$ cat src/rtl/fsel_pkg.sv
package fsel_pkg;

    // Default geometry of the data word and the selected window.
    localparam int XBUS_W    = 22;
    localparam int WIN_W     = 8;
    localparam int SHCTL_W   = 5;
    localparam int SHIFT_MAX = 16;

    // Interpretation of the selected window.
    typedef enum logic {
        MODE_SIGNED   = 1'b0,
        MODE_UNSIGNED = 1'b1
    } addr_mode_e;

    // Saturation flags carried together through the datapath.
    typedef struct packed {
        logic over;
        logic under;
    } sel_flags_t;

    // Split a select error into its polarity by the input sign.
    function automatic sel_flags_t split_error(input logic err, input logic sign);
        sel_flags_t f;
        f.over  = err & ~sign;
        f.under = err & sign;
        return f;
    endfunction

endpackage

$ cat src/rtl/fsel_shifter.sv
module fsel_shifter #(
    parameter int XW    = fsel_pkg::XBUS_W,
    parameter int CW    = fsel_pkg::SHCTL_W,
    parameter int MAXSH = fsel_pkg::SHIFT_MAX
) (
    input  logic [XW-1:0] x_i,
    input  logic [CW-1:0] shctl_i,
    output logic [XW-1:0] shifted_o
);
    localparam int STAGES = $clog2(MAXSH + 1);

    logic [STAGES-1:0] sh_eff;
    logic [XW-1:0]     stg [STAGES+1];

    // Codes beyond the maximum saturate to the maximum shift.
    always_comb begin
        if (shctl_i > CW'(MAXSH)) sh_eff = STAGES'(MAXSH);
        else                      sh_eff = STAGES'(shctl_i);
    end

    assign stg[0] = x_i;

    // Logarithmic arithmetic shifter: stage k moves by 2**k places.
    for (genvar k = 0; k < STAGES; k++) begin : g_stage
        assign stg[k+1] = sh_eff[k] ? XW'($signed(stg[k]) >>> (2 ** k)) : stg[k];
    end

    assign shifted_o = stg[STAGES];

endmodule

$ cat src/rtl/fsel_detect.sv
module fsel_detect #(
    parameter int XW = fsel_pkg::XBUS_W,
    parameter int AW = fsel_pkg::WIN_W
) (
    input  logic [XW-1:0]          shifted_i,
    input  fsel_pkg::addr_mode_e   mode_i,
    input  logic                   sign_i,
    output fsel_pkg::sel_flags_t   flags_o
);
    import fsel_pkg::*;

    localparam int UPW = XW - AW;

    logic           ref_bit;
    logic [UPW-1:0] mism;
    logic           err;

    // Signed window: upper bits must copy the window's top bit.
    // Unsigned window: upper bits must all be zero.
    assign ref_bit = (mode_i == MODE_UNSIGNED) ? 1'b0 : shifted_i[AW-1];

    for (genvar i = 0; i < UPW; i++) begin : g_cmp
        assign mism[i] = shifted_i[AW+i] ^ ref_bit;
    end

    assign err     = |mism;
    assign flags_o = split_error(err, sign_i);

endmodule

$ cat src/rtl/fsel_prescaler.sv
module fsel_prescaler #(
    parameter int XW    = fsel_pkg::XBUS_W,
    parameter int AW    = fsel_pkg::WIN_W,
    parameter int CW    = fsel_pkg::SHCTL_W,
    parameter int MAXSH = fsel_pkg::SHIFT_MAX
) (
    input  logic          clk,
    input  logic          rst,
    input  logic [XW-1:0] x_i,
    input  logic [CW-1:0] shift_i,
    input  logic          pos_mode_i,
    output logic [AW-1:0] addr_o,
    output logic          over_o,
    output logic          under_o
);
    import fsel_pkg::*;

    logic [XW-1:0] shifted;
    addr_mode_e    mode;
    sel_flags_t    flags;

    assign mode = addr_mode_e'(pos_mode_i);

    fsel_shifter #(.XW(XW), .CW(CW), .MAXSH(MAXSH)) u_shift (
        .x_i       (x_i),
        .shctl_i   (shift_i),
        .shifted_o (shifted)
    );

    fsel_detect #(.XW(XW), .AW(AW)) u_det (
        .shifted_i (shifted),
        .mode_i    (mode),
        .sign_i    (x_i[XW-1]),
        .flags_o   (flags)
    );

    // Single output register stage.
    always_ff @(posedge clk) begin
        if (rst) begin
            addr_o  <= '0;
            over_o  <= 1'b0;
            under_o <= 1'b0;
        end else begin
            addr_o  <= shifted[AW-1:0];
            over_o  <= flags.over;
            under_o <= flags.under;
        end
    end

    // reset clears the registered outputs
    a_r1_reset_clear: assert property (@(posedge clk)
        rst |=> (addr_o == '0 && !over_o && !under_o));

    // a zero word maps to address zero without flags
    a_r2_zero_word: assert property (@(posedge clk) disable iff (rst)
        (x_i == '0) |=> (addr_o == '0 && !over_o && !under_o));

    // a non-negative word never reports underselect
    a_r5_pos_no_under: assert property (@(posedge clk) disable iff (rst)
        !x_i[XW-1] |=> !under_o);

    // a negative word never reports overselect
    a_r5_neg_no_over: assert property (@(posedge clk) disable iff (rst)
        x_i[XW-1] |=> !over_o);

    // unsigned mode with a negative word always underselects
    a_r7_neg_unsigned: assert property (@(posedge clk) disable iff (rst)
        (pos_mode_i && x_i[XW-1]) |=> under_o);

    // flags are mutually exclusive
    a_r8_flags_exclusive: assert property (@(posedge clk) disable iff (rst)
        !(over_o && under_o));

endmodule

$ cat config.mk
export PLATFORM = sky130hd
export DESIGN_NAME = fsel_prescaler
export DESIGN_NICKNAME = d
export VERILOG_FILES = /design/src/rtl/fsel_pkg.sv /design/src/rtl/fsel_shifter.sv /design/src/rtl/fsel_detect.sv /design/src/rtl/fsel_prescaler.sv
export SDC_FILE = /design/constraint.sdc
export NUM_CORES = 1
export LEC_CHECK = 0
export CORE_UTILIZATION = 49
export DETAILED_ROUTE_END_ITERATION = 8
export HOLD_SLACK_MARGIN = 0.15
export PLACE_DENSITY_LB_ADDON = 0.08
export SLEW_MARGIN = 10
export SYNTH_ARGS = -nofsm -noshare
export SYNTH_HDL_FRONTEND = slang
export SYNTH_SLANG_ARGS = --single-unit
$ cat constraint.sdc
create_clock -name clk -period 3.59 [get_ports clk]
set_input_delay 0.718 -clock clk [delete_from_list [all_inputs] [get_ports clk]]
set_output_delay 0.718 -clock clk [all_outputs]
set_load 0.01 [all_outputs]
# [Word level (Yosys, flattened, before mapping)]
# Index checks and enable logic that the tools add are counted.
[op_classes] n_mul=0 n_eq_ne=0 bitwise=17 reduce_logical=1 n_addsub=0 shift=0 n_lt_le_gt_ge=1 muxes=7 n_div=0
[ops] cell="2-to-1 mux 21 bit" n=5
[ops] cell="OR reduction 14 bit" n=1
[ops] cell="bitwise XOR 1 bit" n=14
[ops] cell="> comparator 5 bit (second input constant)" n=1
[ops] cell="2-to-1 mux 5 bit" n=1
[ops] cell="AND 1 bit" n=2
[ops] cell="2-to-1 mux 1 bit" n=1
[ops] cell="inverter 1 bit" n=1
[word_totals] ramBits=0 elab_cells=29 regBits=10 romBits=0 n_memories=0 latchBits=0 input_bits=30 out_inout_bits=10

# [Depth between registers and ports, before layout]
# Gate-level depths: netlist of run 1.
[depth] ltp_word=11 depth_mapped=10 mapped_depth_nobuf=7

# [Modules after synthesis]
# Synthesis of run 1 repeated with hierarchy kept, for this count alone.
[unflattened] hier_cells=259 area_unflattened_um2=1848.0
[modules_own_cells] module="fsel_shifter" seq_area_each_um2=0.0 instances=1 cells_per_inst=225 area_each_um2=1471.4
[modules_own_cells] module="fsel_prescaler" seq_area_each_um2=200.2 instances=1 cells_per_inst=20 area_each_um2=262.8
[modules_own_cells] module="fsel_detect" seq_area_each_um2=0.0 instances=1 cells_per_inst=14 area_each_um2=113.9

# [Least setup slack after synthesis of run 1]
# Ideal clock, no wire load.
[synth_path] kind="input -> register" start="in shift_i[4]" end="reg under_o" path_buffers=1 required_time_ps=3468 t_arrival_ps=2712 slack_ps=756 setup_time_ps=122 stages=7 cell_sequence="nand2b_1 > clkbuf_1 > mux4_2 > or4_1 > o41ai_2 > a211oi_1 > o311a_1"
[synth_via] elab_chain_len=11 word_cells_on_any_way=24 cone_classes="order compare: 1; mux: 7; bitwise: 15; reduce/logical: 1"
[synth_rtl] item="start: declaration" line="fsel_prescaler.sv:10" source="input logic [CW-1:0] shift_i,"
[synth_rtl] item="> comparator 5 bit" line="fsel_shifter.sv:17" source="if (shctl_i > CW'(MAXSH)) sh_eff = STAGES'(MAXSH);"
[synth_rtl] item="2-to-1 mux 5 bit (*)" line="fsel_shifter.sv:17"
[synth_rtl] item="2-to-1 mux 21 bit (4 in a row)" line="fsel_shifter.sv:25" source="assign stg[k+1] = sh_eff[k] ? XW'($signed(stg[k]) >>> (2 ** k)) : stg[k];"
[synth_rtl] item="2-to-1 mux 21 bit (*)" line="fsel_shifter.sv:25"
[synth_rtl] item="2-to-1 mux 1 bit" line="fsel_detect.sv:20" source="assign ref_bit = (mode_i == MODE_UNSIGNED) ? 1'b0 : shifted_i[AW-1];"
[synth_rtl] item="bitwise XOR 1 bit" line="fsel_detect.sv:23" source="assign mism[i] = shifted_i[AW+i] ^ ref_bit;"
[synth_rtl] item="OR reduction 14 bit (*)" line="fsel_detect.sv:26" source="assign err = |mism;"
[synth_rtl] item="AND 1 bit (*)" line="fsel_pkg.sv:25" source="f.under = err & sign;"
[synth_rtl] item="end signal: assignment" line="fsel_prescaler.sv:46" source="under_o <= flags.under;"
[synth_rtl] item="end: declaration" line="fsel_prescaler.sv:14" source="output logic under_o"
# Mark *: on every way between the ends. The rest lies on a longest branch, timed or not.
# A chain may end at the register's enable or synchronous reset.

# [Worst setup path in the final report of run 1]
[layout_path] start="in shift_i[4]" end="reg over_o"
[layout_via] elab_chain_len=11 word_cells_on_any_way=24 cone_classes="order compare: 1; mux: 7; bitwise: 15; reduce/logical: 1"
[layout_rtl] item="> comparator 5 bit" line="fsel_shifter.sv:17"
[layout_rtl] item="2-to-1 mux 5 bit (*)" line="fsel_shifter.sv:17"
[layout_rtl] item="2-to-1 mux 21 bit (4 in a row)" line="fsel_shifter.sv:25"
[layout_rtl] item="2-to-1 mux 21 bit (*)" line="fsel_shifter.sv:25"
[layout_rtl] item="2-to-1 mux 1 bit" line="fsel_detect.sv:20"
[layout_rtl] item="bitwise XOR 1 bit" line="fsel_detect.sv:23"
[layout_rtl] item="OR reduction 14 bit (*)" line="fsel_detect.sv:26"
[layout_rtl] item="AND 1 bit (*)" line="fsel_pkg.sv:24" source="f.over = err & ~sign;"
[layout_rtl] item="end signal: assignment" line="fsel_prescaler.sv:45" source="over_o <= flags.over;"
[layout_rtl] item="end: declaration" line="fsel_prescaler.sv:13" source="output logic over_o,"
# Marked as above.

==> results.md, run 1 <==
* Die area at 3260 um^2
* Ratio of cells with drive above 1 in the final layout at 20.3%
* CP arrival at 3.62 ns
* Design area at 2020 um^2
* Final Hold Violating Endpoints at 0
* DRC Markers at 10
* Leading cell type in the layout, fill and taps excluded: clkdlybuf4s50_1
* Unrepaired setup endpoints after global routing: no
* Routed Antenna Nets at 0
* Most frequent cells in the layout: clkdlybuf4s50_1, nand2_1, buf_4
* PostCTS Resize Cnt at 0
* Top Family by Delay on Critical Path: buffers and inverters
* Final period util at 95.2%
* Failing checks: design-rule violations
* NetSw at 0.000157 W
* Placed cells at 249
* Final net count at 253
* Wire per inst at 17.0 um
* Worst EP required at 3.80 ns
* CP Capture Type: register
* # IOs at 40
* Fin Hold WS at 1.17 ns
* Clock slew at reported path FFs at 0.06 ns
* Clk network pwr share at 21.4%
* Max VDD drop at 0.127 mV
* Multi-input gate area at 1180 um^2
* HP Class: input pin to register
* CTS Buf Count at 3
* Post-Route WL at 4.30 mm
* Slew Limit Headroom at 59.8%
* Initial DRC count at 105
* Pre-CTS WS at -0.0126 ns
* Clock Sinks at 10
* Hold depth at 2
* H-tree depth at 1
* Worst Tran Pin Value at 0.588 ns
* Combinational power share at 52.8%
* Cell variety after synth at 46
* Number of global-route vias before repair at 1,540
* MaxCap Viol Count at 0
* Max stage delay on crit path at 0.54 ns
* Crit-path most repeated cell: buf_4
* CTS tree: built
* Initial core utilization at 53.0%
* Sw Ratio at 33.5%
* Top fanout value on the critical path at 24
* Internal power at 0.000312 W
* HPWL Detailed at 3.41 mm
* Initial DRT Pass Iterations at 7
* Max Fclk at 0.293 GHz
* YS warnings at 0
* Syn Inst Count at 177
* Fillcell total at 227
* Max Slew Vio Count at 0
* Lkg Pwr at 0.800 nW
* Largest net degree at the start of global routing at 25
* Cell Area, Synth at 1490 um^2
* Status: finished, violations left
* Min cycle time layout at 3.42 ns
* Initial antenna violation count at 0
* CP cell instances: clkdlybuf4s50_1 > buf_4 > nor2b_1 > buf_4 > buf_4 > mux4_2 > mux2i_1 > mux2i_1 > a2111oi_1 > a22o_1
* Final setup violation count at 0
* DR vias at 1,641
* Avg Cell Area, Syn at 8.40 um^2
* Chip width at 57.1 um
* Hold EP: under_o
* #FFs+latches synth at 10
* Hold_sp: pos_mode_i
* Cts hold-fix bufs at 0
* Ys async rst share at 0%
* Die Ht at 57.1 um
* First-pass GRT wire length at 7.08 mm
* Main flop type after synthesis: dfxtp_1
* Postcts setup bufs at 0
* ANT cells at 0
* Root Driver: clkbuf_4
* Bufs and invs on worst path at 4
* Placement Cell Area at 1990 um^2
* Clock Path Buffers at 2
* All-layer global routing usage at 27.0%
* PD cells at 232 nW/um^2
* Final setup margin at 0.173 ns
* Total global routing overflow at 0
* Kind of critical path: input pin to register
* Register share of total power at 25.8%
* Vias per cell at 6.49
* Finished Layout Cells at 253
* FP Rows at 19
* # port buffers at 39
* Area grow syn2layout at 36.1%
* CP max-delay cell: mux4_2
* GP Congestion at 0.900
* CP Launch Type: input pin
* Register Area at 200 um^2
* Number of flops mapped to enable cells by yosys at 0
* Seq/Total Area, Yosys at 13.5%
* Syn_nets at 207
* Area of the core at 2810 um^2
-- through the flow --
stage	TNS [ns]	utilization, %	total power [W]
2_1_floorplan	0	-	0.000266
3_3_place_gp	0	70.8	0.000364
3_5_place_dp	-0.0126	70.8	0.000368
4_1_cts	0	72.1	0.000468
5_1_grt	0	72.1	0.000493
6_report	0	72.1	0.000469
-- sequential cells by signal, summed over array words and instances (netlist names) --
name and count:
under_o 1, addr_o 8, over_o 1
-- worst max-delay path by stage --
stage                     cells after the start      end  startpoint
after detailed placement                     10   over_o  shift_i[4]
after global placement                        8  under_o  shift_i[4]
after floorplan                               7  under_o  shift_i[4]
after global routing                         10   over_o  shift_i[4]
final                                        10   over_o  shift_i[4]
after CTS                                    10   over_o  shift_i[4]
-- cell usage after synthesis (all sizes together), types with 2 or more instances --
library cell / instances / area share [%]
nor3: 3 / 1.0
or2: 2 / 0.84
o21bai: 2 / 1.0
mux4: 14 / 21
nand2: 22 / 5.6
o2111ai: 2 / 1.2
a21oi: 13 / 4.4
and3: 2 / 0.84
clkbuf: 10 / 2.5
o211ai: 2 / 1.0
buf: 8 / 2.9
nor2b: 7 / 3.5
nand3b: 2 / 1.0
dfxtp: 10 / 13
mux2i: 19 / 13
o21ai: 4 / 1.3
a2111oi: 2 / 1.2
inv: 7 / 1.8
a211oi: 9 / 4.5
a311oi: 3 / 1.8
nor2: 9 / 2.3
o22ai: 2 / 0.84
nand2b: 3 / 1.3
-- cell families (layout without fill, tap and decap cells) --
logic type,count (synthesis),count (layout),share of synthesized area [%]
muxes,34,34,34.8
AOI/OAI and AO/OA,51,51,24.9
DFF,10,10,13.5
buffers and inverters,25,70,7.16
and+or+nand+nor,57,57,19.7
-- cell type report --
class | instances | share of cell area (%)
timing repair buffer | 59 | 26.7
inverter | 7 | 1.30
tap | 31 | 1.92
clock buffer | 4 | 1.79
sequential | 10 | 9.89
multi-input combinational | 142 | 58.4
-- per-layer routing --
layer / vias up / wire length, um / GRT usage (%)
li1: 779 / - / -
met5: - / 0 / 0
met1: 790 / 1890 / 37.4
met2: 68 / 2110 / 45.0
met3: 4 / 264 / 2.95
met4: 0 / 36 / 7.32
-- power groups by stage --
stage / clock, W / sequential, W / combinational, W
floorplan: 0 / 0.000129 / 0.000137
global placement: 0 / 0.000124 / 0.000240
detailed placement: 0 / 0.000124 / 0.000244
CTS: 0.000102 / 0.000121 / 0.000245
global route: 0.000104 / 0.000122 / 0.000267
finish: 0.000100 / 0.000121 / 0.000248
No activity file was read; power rests on OpenSTA's default activity.
==> run 2, diff against run 1 <==
CAP_MARGIN = 30   (was unset)
SETUP_SLACK_MARGIN = 0.5   (was unset)
==> run 2 against run 1 <==
Effect of this change: the run still ends with design-rule violations left; non-clock buffer count up 6; wire length is 9.7% higher; critical endpoint is now under_o; highest routed layer unchanged; hold slack worse by 0.21 ns; critical path depth fell by 3; clock-buffer cell count unchanged; utilization is 4.1 points higher; via count is 6.0% higher; sequential share of layout area is 0.53 points lower; largest cell class unchanged.
==> results.md, run 2 (same netlist as run 1, synthesis figures left out) <==
* DR vias at 1,739 (was 1,641)
* Final net count at 260 (was 253)
* Largest net degree at the start of global routing at 18 (was 25)
* Finished Core Util at 76.2% (was 72.1%)
* Kind of critical path: input pin to register (unchanged)
* Max Slew Vio Count at 0 (unchanged)
* Sum Neg Setup Slack at 0 ns (unchanged)
* Max stage delay on crit path at 0.60 ns (was 0.54 ns)
* # IOs at 40 (unchanged)
* Die Ht at 57.1 um (unchanged)
* Routed Antenna Nets at 0 (unchanged)
* Combinational power share at 54.5% (was 52.8%)
* CP Launch Type: input pin (unchanged)
* Max VDD drop at 0.127 mV (about the same)
* Placement Cell Area at 1990 um^2 (unchanged)
* CP startpoint: x_i[17] (was shift_i[4])
* GP Congestion at 0.900 (unchanged)
* Most frequent cells in the layout: clkdlybuf4s50_1, nand2_1, buf_4 (unchanged)
* Max Fclk at 0.335 GHz (was 0.293 GHz)
* Worst Tran Pin Value at 0.586 ns (was 0.588 ns)
* WP depth at 7 (was 10)
* Final period util at 83.2% (was 95.2%)
* Initial antenna violation count at 0 (unchanged)
* Internal power at 0.000317 W (was 0.000312 W)
* Die area at 3260 um^2 (unchanged)
* Clock Path Buffers at 2 (unchanged)
* Ratio of cells with drive above 1 in the final layout at 27.5% (was 20.3%)
* Bufs and invs on worst path at 1 (was 4)
* Largest registers: addr_o: 8 flops, over_o: 1 flops, under_o: 1 flops (unchanged)
* Total global routing overflow at 0 (unchanged)
* Register share of total power at 24.9% (was 25.8%)
* Final Hold Violating Endpoints at 0 (unchanged)
* Leading cell type in the layout, fill and taps excluded: clkdlybuf4s50_1 (unchanged)
* Worst setup path endpoint: under_o (was over_o)
* CTS tree: built (unchanged)
* CTS Buf Count at 3 (unchanged)
* Finished Layout Cells at 260 (was 253)
* Failing checks: design-rule violations (unchanged)
* Largest register FFs at 8 (unchanged)
* Initial DRC count at 131 (was 105)
* CP cell instances: clkdlybuf4s50_1 > mux4_2 > mux2i_1 > or4_4 > o41ai_4 > a211oi_2 > o311a_1 (was clkdlybuf4s50_1 > buf_4 > nor2b_1 > buf_4 > buf_4 > mux4_2 > mux2i_1 > mux2i_1 > a2111oi_1 > a22o_1)
* HPWL Detailed at 3.41 mm (unchanged)
* HP Class: input pin to register (unchanged)
* Slew Limit Headroom at 59.9% (was 59.8%)
* Root Driver: clkbuf_4 (unchanged)
* Initial core utilization at 53.0% (unchanged)
* Worst EP required at 3.74 ns (was 3.80 ns)
* Number of global-route vias before repair at 1,641 (was 1,540)
* CP arrival at 3.14 ns (was 3.62 ns)
* Wire per inst at 18.2 um (was 17.0 um)
* Min cycle time layout at 2.99 ns (was 3.42 ns)
* Fin Hold WS at 0.953 ns (was 1.17 ns)
* Unrepaired setup endpoints after global routing: no (unchanged)
* Top Family by Delay on Critical Path: compound AO/OA/AOI/OAI gates (was buffers and inverters)
* ANT cells at 0 (unchanged)
* Placed cells at 249 (unchanged)
* CP Capture Type: register (unchanged)
* H-tree depth at 1 (unchanged)
* Chip width at 57.1 um (unchanged)
* DRC Markers at 10 (unchanged)
* PD cells at 227 nW/um^2 (was 232 nW/um^2)
* Area of the core at 2810 um^2 (unchanged)
* Vias per cell at 6.69 (was 6.49)
* Hold_sp: x_i[19] (was pos_mode_i)
* MaxCap Viol Count at 0 (unchanged)
* FP Rows at 19 (unchanged)
* NetSw at 0.000169 W (was 0.000157 W)
* Clk network pwr share at 20.6% (was 21.4%)
* First-pass GRT wire length at 7.64 mm (was 7.08 mm)
* Design area at 2140 um^2 (was 2020 um^2)
* Clock slew at reported path FFs at 0.07 ns (was 0.06 ns)
* Status: finished, violations left (unchanged)
* All-layer global routing usage at 29.5% (was 27.0%)
* Initial DRT Pass Iterations at 7 (unchanged)
* Lkg Pwr at 0.922 nW (was 0.800 nW)
* CP max-delay cell: clkdlybuf4s50_1 (was mux4_2)
* Clock Sinks at 10 (unchanged)
* Post-Route WL at 4.72 mm (was 4.30 mm)
* Top fanout value on the critical path at 5 (was 24)
* Cts hold-fix bufs at 0 (unchanged)
* Final setup violation count at 0 (unchanged)
* Area grow syn2layout at 43.8% (was 36.1%)
* Sw Ratio at 34.7% (was 33.5%)
* Top reg by flops: addr_o (unchanged)
* # port buffers at 39 (unchanged)
-- run 2: changes by cell type in the layout (fill, tap and decap cells not counted), moves of 4 or more --
| cell | change |
|---|---|
| mux2i_2 | +4 |
| dlymetal6s2s_1 | +6 |
| buf_6 | +4 |
| clkdlybuf4s50_1 | -15 |
| mux2i_1 | -4 |
| dlygate4sd2_1 | +6 |
-- run 2: through the flow --
stage / total power (W) / setup slack [ns]
4_1_cts: 0.000482 / 0.507
6_report: 0.000486 / 0.602
2_1_floorplan: 0.000266 / 0.756
5_1_grt: 0.000508 / 0.522
3_3_place_gp: 0.000364 / 0.136
3_5_place_dp: 0.000368 / -0.0126
-- run 2: worst min-delay path: stages --
cell and delay [ns]:
dlymetal6s2s_1 0.22, a21oi_1 0.19, nor2_1 0.04
-- run 2: worst min path at each step --
stage | end | slack (ns) | cells past startpoint
after CTS | addr_o[0] | 1.02 | 3
after global routing | addr_o[3] | 0.95 | 3
final | addr_o[3] | 0.95 | 3
after floorplan | addr_o[0] | 0.86 | 2
after global placement | under_o | 1.42 | 2
after detailed placement | under_o | 1.43 | 2
-- run 2: repair_timing --
item,CTS,global route
setup endpoints to repair,3,2
gates cloned,2,0
resized for setup,26,11
setup buffers,4,1
pin swaps,3,2
-- run 2: power groups by stage --
stage | registers (W) | logic (W) | clock network, W
3_3_place_gp | 0.000124 | 0.000240 | 0
5_1_grt | 0.000122 | 0.000283 | 0.000104
6_report | 0.000121 | 0.000265 | 0.000100
3_5_place_dp | 0.000124 | 0.000244 | 0
2_1_floorplan | 0.000129 | 0.000137 | 0
4_1_cts | 0.000121 | 0.000259 | 0.000102
-- run 2: final cells by class --
| type | instances | area [um^2] |
|---|---|---|
| timing repair buffer | 65 | 596 |
| fill | 204 | 668 |
| multi-input combinational | 143 | 1240 |
| inverter | 7 | 26.3 |
| tap | 31 | 38.8 |
| sequential | 10 | 200 |
| clock buffer | 4 | 36.3 |
-- run 2: routing by layer --
metal | part of all wire [%] | track usage (%) | up-vias
met3 | 7.6 | 3.40 | 8
met4 | 1.5 | 10.8 | 0
li1 | - | - | 797
met1 | 41 | 40.1 | 841
met2 | 50 | 48.6 | 93
met5 | 0 | 0 | -
